===== src/rtl/aux_ctl_pkg.sv =====
package aux_ctl_pkg;

    // byte addresses of the register bank
    localparam int A_CFG   = 0;
    localparam int A_DIAG  = 1;
    localparam int A_MODEM = 2;
    localparam int A_AUX1  = 3;
    localparam int A_AUX2  = 4;
    localparam int A_IDLE  = 5;
    localparam int A_LED   = 6;
    localparam int A_SYS   = 8;   // eight-byte region, word at offset 0

    // size codes
    localparam logic [1:0] SZ_BYTE = 2'd0;
    localparam logic [1:0] SZ_HALF = 2'd1;
    localparam logic [1:0] SZ_WORD = 2'd2;

    // bit positions that other logic decodes
    localparam int CFG_PIE_BIT   = 3;
    localparam int AUX1_TC_BIT   = 1;
    localparam int AUX2_OFF_BIT  = 0;
    localparam int AUX2_ACK_BIT  = 1;
    localparam int AUX2_STAT_BIT = 5;
    localparam int SYS_RST_BIT   = 0;
    localparam logic [7:0] SYS_RST_STATUS = 8'h02;

    typedef enum logic [3:0] {
        SEL_NONE,
        SEL_CFG,
        SEL_DIAG,
        SEL_MODEM,
        SEL_AUX1,
        SEL_AUX2,
        SEL_IDLE,
        SEL_LED,
        SEL_SYS0,
        SEL_SYSX
    } sel_e;

    typedef enum logic {
        PF_CLEAR,
        PF_LATCHED
    } pf_state_e;

    typedef struct packed {
        sel_e sel;
        logic size_ok;
    } dec_t;

endpackage


===== src/rtl/aux_ctl_decode.sv =====
module aux_ctl_decode
    import aux_ctl_pkg::*;
#(
    parameter int ADDR_W = 5
) (
    input  logic [ADDR_W-1:0] addr,
    input  logic [1:0]        size,
    output dec_t              dec
);
    localparam int SYS_SPAN = 8;
    localparam int OFF_W    = $clog2(SYS_SPAN);
    localparam logic [ADDR_W-OFF_W-1:0] SYS_HI = (ADDR_W-OFF_W)'(A_SYS / SYS_SPAN);

    sel_e sel;

    always_comb begin
        sel = SEL_NONE;
        if (addr[ADDR_W-1:OFF_W] == SYS_HI) begin
            sel = (addr[OFF_W-1:0] == '0) ? SEL_SYS0 : SEL_SYSX;
        end else begin
            unique case (int'(addr))
                A_CFG:   sel = SEL_CFG;
                A_DIAG:  sel = SEL_DIAG;
                A_MODEM: sel = SEL_MODEM;
                A_AUX1:  sel = SEL_AUX1;
                A_AUX2:  sel = SEL_AUX2;
                A_IDLE:  sel = SEL_IDLE;
                A_LED:   sel = SEL_LED;
                default: sel = SEL_NONE;
            endcase
        end
    end

    always_comb begin
        dec.sel = sel;
        unique case (sel)
            SEL_LED:            dec.size_ok = (size == SZ_HALF);
            SEL_SYS0, SEL_SYSX: dec.size_ok = (size == SZ_WORD);
            SEL_NONE:           dec.size_ok = 1'b1;
            default:            dec.size_ok = (size == SZ_BYTE);
        endcase
    end

endmodule


===== src/rtl/aux_ctl_pfail.sv =====
module aux_ctl_pfail
    import aux_ctl_pkg::*;
(
    input  logic clk,
    input  logic dev_rst_n,
    input  logic pfail_in,
    input  logic pie,
    input  logic ack_wr,
    output logic pf_prev,
    output logic pf_stat
);
    pf_state_e state_q, state_d;
    logic      chg;

    assign chg = (pfail_in != pf_prev);

    // state register
    always_ff @(posedge clk) begin
        if (!dev_rst_n) begin
            state_q <= PF_CLEAR;
            pf_prev <= 1'b0;
        end else begin
            state_q <= state_d;
            pf_prev <= pfail_in;
        end
    end

    // transitions: an input change outranks an acknowledge in the same cycle
    always_comb begin
        state_d = state_q;
        unique case (state_q)
            PF_CLEAR: begin
                if (chg && pfail_in && pie) state_d = PF_LATCHED;         // T_RAISE
            end
            PF_LATCHED: begin
                if (chg) begin
                    if (!(pfail_in && pie)) state_d = PF_CLEAR;           // T_DROP
                end else if (ack_wr) begin
                    state_d = PF_CLEAR;                                   // T_ACK
                end
            end
            default: state_d = PF_CLEAR;
        endcase
    end

    // outputs
    always_comb begin
        unique case (state_q)
            PF_LATCHED: pf_stat = 1'b1;
            default:    pf_stat = 1'b0;
        endcase
    end

endmodule


===== src/rtl/aux_ctl_regs.sv =====
module aux_ctl_regs
    import aux_ctl_pkg::*;
#(
    parameter int DATA_W = 32,
    parameter int LED_W  = 16
) (
    input  logic              clk,
    input  logic              por_n,
    input  logic              dev_rst_n,
    input  logic              wr,
    input  logic              rd,
    input  dec_t              dec,
    input  logic [DATA_W-1:0] wdata,
    input  logic              pf_stat,
    output logic              pie,
    output logic              ack_wr,
    output logic [DATA_W-1:0] rdata,
    output logic              err,
    output logic              tc_pulse,
    output logic              off_pulse,
    output logic              rst_pulse,
    output logic              halt_pulse
);
    localparam int BYTE_W = 8;

    logic              wr_ok, rd_ok;
    logic [BYTE_W-1:0] cfg_q, diag_q, modem_q, aux1_q, sys_q;
    logic              off_q;
    logic [LED_W-1:0]  led_q;
    logic [BYTE_W-1:0] aux2_view;
    logic              unused_wdata_hi;

    assign unused_wdata_hi = ^wdata[DATA_W-1:LED_W];

    assign wr_ok  = wr && dec.size_ok;
    assign rd_ok  = rd && dec.size_ok;
    assign pie    = cfg_q[CFG_PIE_BIT];
    assign ack_wr = wr_ok && (dec.sel == SEL_AUX2) && wdata[AUX2_ACK_BIT];

    always_comb begin
        aux2_view = '0;
        aux2_view[AUX2_STAT_BIT] = pf_stat;
        aux2_view[AUX2_OFF_BIT]  = off_q;
    end

    // registers cleared by device reset
    always_ff @(posedge clk) begin
        if (!dev_rst_n) begin
            cfg_q   <= '0;
            modem_q <= '0;
            aux1_q  <= '0;
            off_q   <= 1'b0;
        end else if (wr_ok) begin
            unique case (dec.sel)
                SEL_CFG:   cfg_q   <= wdata[BYTE_W-1:0];
                SEL_MODEM: modem_q <= wdata[BYTE_W-1:0];
                SEL_AUX1: begin
                    aux1_q              <= wdata[BYTE_W-1:0];
                    aux1_q[AUX1_TC_BIT] <= 1'b0;
                end
                SEL_AUX2:  off_q   <= wdata[AUX2_OFF_BIT];
                default: ;
            endcase
        end
    end

    // registers kept across device reset
    always_ff @(posedge clk) begin
        if (!por_n) begin
            diag_q <= '0;
            led_q  <= '0;
            sys_q  <= '0;
        end else if (wr_ok) begin
            unique case (dec.sel)
                SEL_DIAG: diag_q <= wdata[BYTE_W-1:0];
                SEL_LED:  led_q  <= wdata[LED_W-1:0];
                SEL_SYS0: if (wdata[SYS_RST_BIT]) sys_q <= SYS_RST_STATUS;
                default: ;
            endcase
        end
    end

    // strobes and error flag, one cycle wide
    always_ff @(posedge clk) begin
        if (!dev_rst_n) begin
            tc_pulse   <= 1'b0;
            off_pulse  <= 1'b0;
            rst_pulse  <= 1'b0;
            halt_pulse <= 1'b0;
            err        <= 1'b0;
        end else begin
            tc_pulse   <= wr_ok && (dec.sel == SEL_AUX1) && wdata[AUX1_TC_BIT];
            off_pulse  <= wr_ok && (dec.sel == SEL_AUX2) && wdata[AUX2_OFF_BIT];
            rst_pulse  <= wr_ok && (dec.sel == SEL_SYS0) && wdata[SYS_RST_BIT];
            halt_pulse <= wr_ok && (dec.sel == SEL_IDLE);
            err        <= (wr || rd) && !dec.size_ok;
        end
    end

    // registered read path
    always_ff @(posedge clk) begin
        if (!dev_rst_n) begin
            rdata <= '0;
        end else if (rd_ok) begin
            unique case (dec.sel)
                SEL_CFG:   rdata <= DATA_W'(cfg_q);
                SEL_DIAG:  rdata <= DATA_W'(diag_q);
                SEL_MODEM: rdata <= DATA_W'(modem_q);
                SEL_AUX1:  rdata <= DATA_W'(aux1_q);
                SEL_AUX2:  rdata <= DATA_W'(aux2_view);
                SEL_LED:   rdata <= DATA_W'(led_q);
                SEL_SYS0:  rdata <= DATA_W'(sys_q);
                default:   rdata <= '0;
            endcase
        end else begin
            rdata <= '0;
        end
    end

endmodule


===== src/rtl/aux_ctl_top.sv =====
module aux_ctl_top
    import aux_ctl_pkg::*;
#(
    parameter int ADDR_W = 5,
    parameter int DATA_W = 32,
    parameter int LED_W  = 16
) (
    input  logic              clk,
    input  logic              por_n,
    input  logic              rst_n,
    input  logic [ADDR_W-1:0] bus_addr,
    input  logic [1:0]        bus_size,
    input  logic              bus_wr,
    input  logic              bus_rd,
    input  logic [DATA_W-1:0] bus_wdata,
    output logic [DATA_W-1:0] bus_rdata,
    output logic              bus_err,
    input  logic              pfail_in,
    output logic              pf_irq,
    output logic              fd_tc,
    output logic              shutdown_req,
    output logic              sysrst_req,
    output logic              cpu_halt
);
    logic dev_rst_n;
    dec_t dec;
    logic pie, ack_wr, pf_stat, pf_prev;

    assign dev_rst_n = por_n && rst_n;

    aux_ctl_decode #(.ADDR_W(ADDR_W)) u_dec (
        .addr (bus_addr),
        .size (bus_size),
        .dec  (dec)
    );

    aux_ctl_pfail u_pf (
        .clk       (clk),
        .dev_rst_n (dev_rst_n),
        .pfail_in  (pfail_in),
        .pie       (pie),
        .ack_wr    (ack_wr),
        .pf_prev   (pf_prev),
        .pf_stat   (pf_stat)
    );

    aux_ctl_regs #(.DATA_W(DATA_W), .LED_W(LED_W)) u_regs (
        .clk        (clk),
        .por_n      (por_n),
        .dev_rst_n  (dev_rst_n),
        .wr         (bus_wr),
        .rd         (bus_rd),
        .dec        (dec),
        .wdata      (bus_wdata),
        .pf_stat    (pf_stat),
        .pie        (pie),
        .ack_wr     (ack_wr),
        .rdata      (bus_rdata),
        .err        (bus_err),
        .tc_pulse   (fd_tc),
        .off_pulse  (shutdown_req),
        .rst_pulse  (sysrst_req),
        .halt_pulse (cpu_halt)
    );

    assign pf_irq = pf_stat && pie;

endmodule


===== config.mk =====
export PLATFORM = sky130hd
export DESIGN_NAME = aux_ctl_top
export DESIGN_NICKNAME = d
export VERILOG_FILES = /design/src/rtl/aux_ctl_pkg.sv /design/src/rtl/aux_ctl_decode.sv /design/src/rtl/aux_ctl_pfail.sv /design/src/rtl/aux_ctl_regs.sv /design/src/rtl/aux_ctl_top.sv
export SDC_FILE = /design/constraint.sdc
export NUM_CORES = 1
export LEC_CHECK = 0
export BUFFER_PORTS_ARGS = -buffer_cell sky130_fd_sc_hd__clkbuf_2
export CORE_MARGIN = 2
export CORE_UTILIZATION = 48
export CTS_BUF_LIST = sky130_fd_sc_hd__clkbuf_8 sky130_fd_sc_hd__clkbuf_16
export CTS_CLUSTER_DIAMETER = 120
export DETAILED_ROUTE_END_ITERATION = 7
export PLACE_DENSITY = 0.73
export SLEW_MARGIN = 20
export SYNTH_ARGS = -nofsm -noshare
export SYNTH_HDL_FRONTEND = slang
export SYNTH_SLANG_ARGS = --single-unit
export TNS_END_PERCENT = 10

===== constraint.sdc =====
create_clock -name clk -period 1.9 [get_ports clk]
set_clock_uncertainty 0.05 [all_clocks]
set_input_delay 0.285 -clock clk [delete_from_list [all_inputs] [get_ports clk]]
set_output_delay 0.285 -clock clk [all_outputs]
set_load 0.02 [all_outputs]

==> results of run 1 <==
-- per-layer routing --
metal / global-route usage / vias up / wire length [um] / part of all wire
met5: 0 / - / 0 / 0
met2: 0.335 / 89 / 3660 / 0.47
met1: 0.282 / 1298 / 3580 / 0.46
met3: 0.0436 / 14 / 401 / 0.051
met4: 0.102 / 0 / 169 / 0.022
li1: - / 1338 / - / -
-- synth_stat cells, drive strengths merged, types with 4 or more instances --
cell,instances,area share
nand3b,4,0.0090
nand2,42,0.047
a211oi,4,0.0090
dfxtp,72,0.43
mux2,6,0.020
and3,5,0.0093
nor2b,12,0.025
o22a,4,0.010
clkbuf,7,0.0078
nor2,41,0.046
mux2i,39,0.12
nand3,15,0.022
nor3,10,0.018
a21oi,7,0.014
buf,30,0.062
a21boi,17,0.038
nand4,5,0.015
nor3b,5,0.016
o21ai,5,0.0075
-- final timing paths --
check	start	endpoint	slack (ns)	cells after the start
setup reg to reg	u_regs.led_q[0]	u_regs.rdata[0]	0.72	4
setup / recovery	bus_addr[2]	u_regs.cfg_q[0]	0.44	5
hold reg to reg	u_regs.led_q[13]	u_regs.rdata[13]	0.40	2
hold / removal	bus_wdata[15]	u_regs.led_q[15]	0.10	3
-- registers in the layout, summed over array words and instances (netlist names) --
| signal | flops |
|---|---|
| u_pf.pf_prev | 1 |
| u_pf.state_q | 1 |
| u_regs.aux1_q | 7 |
| u_regs.cfg_q | 8 |
| u_regs.diag_q | 8 |
| u_regs.err | 1 |
| u_regs.halt_pulse | 1 |
| u_regs.led_q | 16 |
| u_regs.modem_q | 8 |
| u_regs.off_pulse | 1 |
| u_regs.off_q | 1 |
| u_regs.rdata | 16 |
| u_regs.rst_pulse | 1 |
| u_regs.sys_q | 1 |
| u_regs.tc_pulse | 1 |
-- cells by family (layout without fill, tap and decap cells) --
group,count (synthesis),after routing,share of synthesized area
AO/OA/AOI/OAI,51,51,0.123
adder cells (fa/ha/maj),1,1,0.00374
buffers and inverters,40,91,0.0736
flip-flops,72,72,0.430
multiplexers,45,45,0.138
other,1,16,0.00112
AND/OR/NAND/NOR,148,148,0.230
-- area by class of cell --
cell class | count | area, um2 | area share
sequential | 72 | 1440 | 0.372
tap | 80 | 100 | 0.0259
clock inverter | 4 | 20.0 | 0.00517
multi-input combinational | 261 | 1720 | 0.444
inverter | 3 | 11.3 | 0.00291
clock buffer | 12 | 165 | 0.0427
timing repair buffer | 72 | 415 | 0.107
-- power by group through the flow --
stage,sequential [mW],combinational [mW],clock [mW]
finish,1.51,0.258,1.12
global route,1.51,0.279,1.20
CTS,1.51,0.256,1.14
detailed placement,1.55,0.255,0
global placement,1.55,0.251,0
floorplan,1.55,0.182,0
-- tightest hold or removal path, delay by kind of cell --
| family | cells | cell delay, ns |
|---|---|---|
| compound gates | 1 | 0.05 |
| buf+inv | 1 | 0.08 |
| simple gates | 1 | 0.04 |
-- metrics by stage --
| step | setup slack, ns | std cells |
|---|---|---|
| CTS | 0.461 | 504 |
| floorplan | 0.404 | 373 |
| finish | 0.440 | 504 |
| detailed placement | 0.0988 | 488 |
| global placement | 0.125 | 488 |
| global route | 0.321 | 504 |
==> impl_metrics.ini, run 1 <==
[critical_path]
start_kind = primary input
critPathKind = in2reg
cp-end-kind = register
critical_path.max_fanout = 9
path_cells = clkbuf_2 -> nor2_1 -> nand4_2 -> mux2i_1 -> nor2_1
path_buf_inv = 1
max_stage_delay_ns = 0.47
crit_top_cell = nor2_1
cp_data_required_time_ns = 2.09
cp_top_family = simple AND/OR/NAND/NOR gates
arrival_ns = 1.65
slowest_stage = nand4_2

[cts]
cts_hold_buffers = 0
cts_root_buf = clkbuf_8
cts.repair.resized = 0
clkTransAtPathRegs_ns = 0.07
cts_buffers = 9
clockBufferDepth = 2
htreeDepth = 3
cts.sinks = 72
worst_skew_pair.late_latency_ns = 0.36
post-cts-setup-buffers = 0
cts_tree = yes

[grt]
first_global_vias = 2550
grt_pass1_wl_um = 12400
antenna_found_initial = 0
grt.overflow.total = 0
globalRouteTotalUtil = 0.214
grt_max_degree = 27

[floorplanning]
initial_core_util = 0.496
die_y_um = 87.5
die_area_um2 = 7660
core_um2 = 6760
die_w_um = 87.5
io_pins = 83
row_count = 30

[logic_synthesis]
async_reset_ff_frac = 0
synth_edf_count = 0
syn_avg_cell_area_um2 = 9.35
yosys_most_used_dff = dfxtp_1
synth-seq-area-share = 0.430
yosysWarningCount = 0
synthesis.area_um2 = 3350
synth_seq_cells = 72
synthCells = 358
ys_types = 49

[detailed_routing]
firstDrtPassIters = 5
drt-initial-drc-count = 146
vias_per_cell = 5.43
drc_errors = 0
ant_nets = 0
wl_um = 7820
vias = 2739
wl_per_cell_um = 15.5

[layout]
drive_above_1_share = 0.255
fin_nets = 465
fillers = 617
diodes = 0
fin_area_um2 = 3870
mostFrequentLayoutCell = dfxtp_1
fin_util = 0.573
syn_to_final_growth_pct = 15.6
layout_common_cells = dfxtp_1, clkbuf_2, nand2_1

[power]
p_int_mw = 2.17
pwr-share-clk = 0.388
comb_power_share = 0.089
power.density_nw_per_um2 = 747
p_seq_frac = 0.523
p_leak_nw = 1.73
switching_share = 0.250
power.total_mw = 2.89
vdd_drop_max_v = 0.000345
p_sw_mw = 0.723

[timing]
maxSlewViolCount = 0
hold_viol = 0
worst_pin_slew_ns = 0.514
fin_crit_ns = 1.46
setup_viol = 0
fmax_mhz = 685
whs_ns = 0.102
tns_ns = 0
relSlewSlack = 0.657
rsz0062_at_grt = no
fin_crit_sh = 0.769

[run]
cap_violations = 0

[status]
status = finished clean

[placement]
gp_congestion = 0.924
dpl.hpwl_um = 5340
port_buffers = 50
post_dp_cell_area_um2 = 3680

[min_path]
hold_class = in2reg
Note: power is estimated with default switching activity, not from simulation.
==> run 2: changes to the inputs <==
clock period = 1.4 ns   (was 1.9 ns; I/O delays follow)
==> impl_metrics.ini, run 2 (same netlist as run 1, synthesis figures left out) <==
[status]
status = finished clean

[floorplanning]
die_area_um2 = 7660
core_um2 = 6760
die_w_um = 87.5
die_y_um = 87.5
row_count = 30
io_pins = 83
initial_core_util = 0.496

[layout]
drive_above_1_share = 0.319
layout_common_cells = dfxtp_1, buf_4, clkbuf_2
fin_cells = 541
fillers = 571
syn_to_final_growth_pct = 27.6
fin_area_um2 = 4270
mostFrequentLayoutCell = dfxtp_1
top_regs = u_regs.led_q x16, u_regs.rdata x16
fin_nets = 502
fin_util = 0.632
diodes = 0

[placement]
port_buffers = 50
pre_cts_slack_ns = -0.274
post_dp_cell_area_um2 = 4040
dp.cells = 525
dpl.hpwl_um = 5940
gp_congestion = 0.852

[cts]
htreeDepth = 3
cts_hold_buffers = 0
clkTransAtPathRegs_ns = 0.08
worst_skew_pair.late_latency_ns = 0.34
cts_root_buf = clkbuf_8
cts.sinks = 72
cts_tree = yes
cts_buffers = 9
clockBufferDepth = 2
post-cts-setup-buffers = 0

[min_path]
worstHoldPathCells = 3
min_to = u_regs.led_q[15]
hold_class = in2reg
holdCritStartpoint = bus_wdata[15]

[grt]
grt_max_degree = 27
grt_pass1_wl_um = 13700
antenna_found_initial = 0
globalRouteTotalUtil = 0.233
first_global_vias = 2786
grt.overflow.total = 0

[timing]
hold_viol = 0
setup_slack_ns = 0.0785
fin_crit_sh = 0.944
setup_viol = 0
fmax_mhz = 757
fin_crit_ns = 1.32
maxSlewViolCount = 0
rsz0062_at_grt = no

[detailed_routing]
firstDrtPassIters = 4
drt-initial-drc-count = 184
ant_nets = 0
vias_per_cell = 5.35
vias = 2893
drc_errors = 0
wl_um = 8420
wl_per_cell_um = 15.6

[critical_path]
r2r-start = u_regs.led_q[0]
max_stage_delay_ns = 0.41
arrival_ns = 1.06
critPathKind = reg2out
slowest_stage = dfxtp_1
critical_path.max_fanout = 5
cp-end-kind = primary output
start_kind = register
rr_endpoint = u_regs.rdata[0]
rr_worst_depth = 4
cp_data_required_time_ns = 1.14
rrSetupSlack_ns = 0.17
path_cells = and2_1 -> clkbuf_2

[power]
p_leak_nw = 1.95
power.density_nw_per_um2 = 1020
vdd_drop_max_v = 0.000448

[run]
cap_violations = 0
[run 2: cell count changes in the layout (fill, tap and decap cells not counted), sizes merged]
cell | previous run | this run
clkbuf | 62 | 61
inv | 5 | 4
bufinv | 0 | 2
buf | 22 | 59
[run 2: where the power goes]
part	switching, mW	internal [mW]
Sequential	0.00218	2.05
Clock	0.774	1.10
Combinational	0.250	0.185
Total	1.03	3.33
[run 2: routing by layer]
| layer | part of all wire | wire length (um) | GRT usage | up-vias |
|---|---|---|---|---|
| li1 | - | - | - | 1418 |
| met1 | 0.42 | 3580 | 0.283 | 1365 |
| met2 | 0.50 | 4220 | 0.403 | 93 |
| met3 | 0.052 | 438 | 0.0370 | 17 |
| met4 | 0.022 | 182 | 0.106 | 0 |
| met5 | 0 | 0 | 0 | - |
[run 2: worst max path at each step]
| stage | start | end | cells after the start |
|---|---|---|---|
| floorplan | bus_addr[2] | u_regs.modem_q[0] | 5 |
| global placement | bus_addr[4] | u_regs.rdata[3] | 5 |
| detailed placement | bus_addr[4] | u_regs.rdata[3] | 5 |
| CTS | u_pf.state_q | pf_irq | 2 |
| global route | u_regs.led_q[0] | u_regs.rdata[0] | 4 |
| finish | u_regs.cfg_q[3] | pf_irq | 2 |
[run 2: cell type report]
| cell class | instances | area (um2) | share of cell area |
|---|---|---|---|
| well taps | 80 | 100 | 0.0234 |
| repair buffers | 109 | 768 | 0.180 |
| inverters | 3 | 11.3 | 0.00264 |
| clock inverters | 5 | 80.1 | 0.0187 |
| multi-input cells | 261 | 1720 | 0.402 |
| clock buffers | 11 | 151 | 0.0354 |
| flip-flops and latches | 72 | 1440 | 0.338 |
[run 2: timing repair]
action	in CTS	in global routing
endpoints found under the setup margin	0	2
hold endpoints to repair	0	0
gates resized for setup	0	2
[run 2: metrics by stage]
step                      TNS, ns  hold slack (ns)  total power [mW]
after floorplan            -0.286            0.286              2.35
after global placement      -6.44            0.381              2.52
final                           0           0.0393              4.36
after global routing            0           0.0465              4.50
after CTS                       0           0.0291              4.39
after detailed placement    -9.50            0.386              2.53
[run 2: critical path, delay by kind of cell, from the launching register on]
family	cells	cell delay, ns
DFF	1	0.41
buffers and inverters	1	0.16
and+or+nand+nor	1	0.15
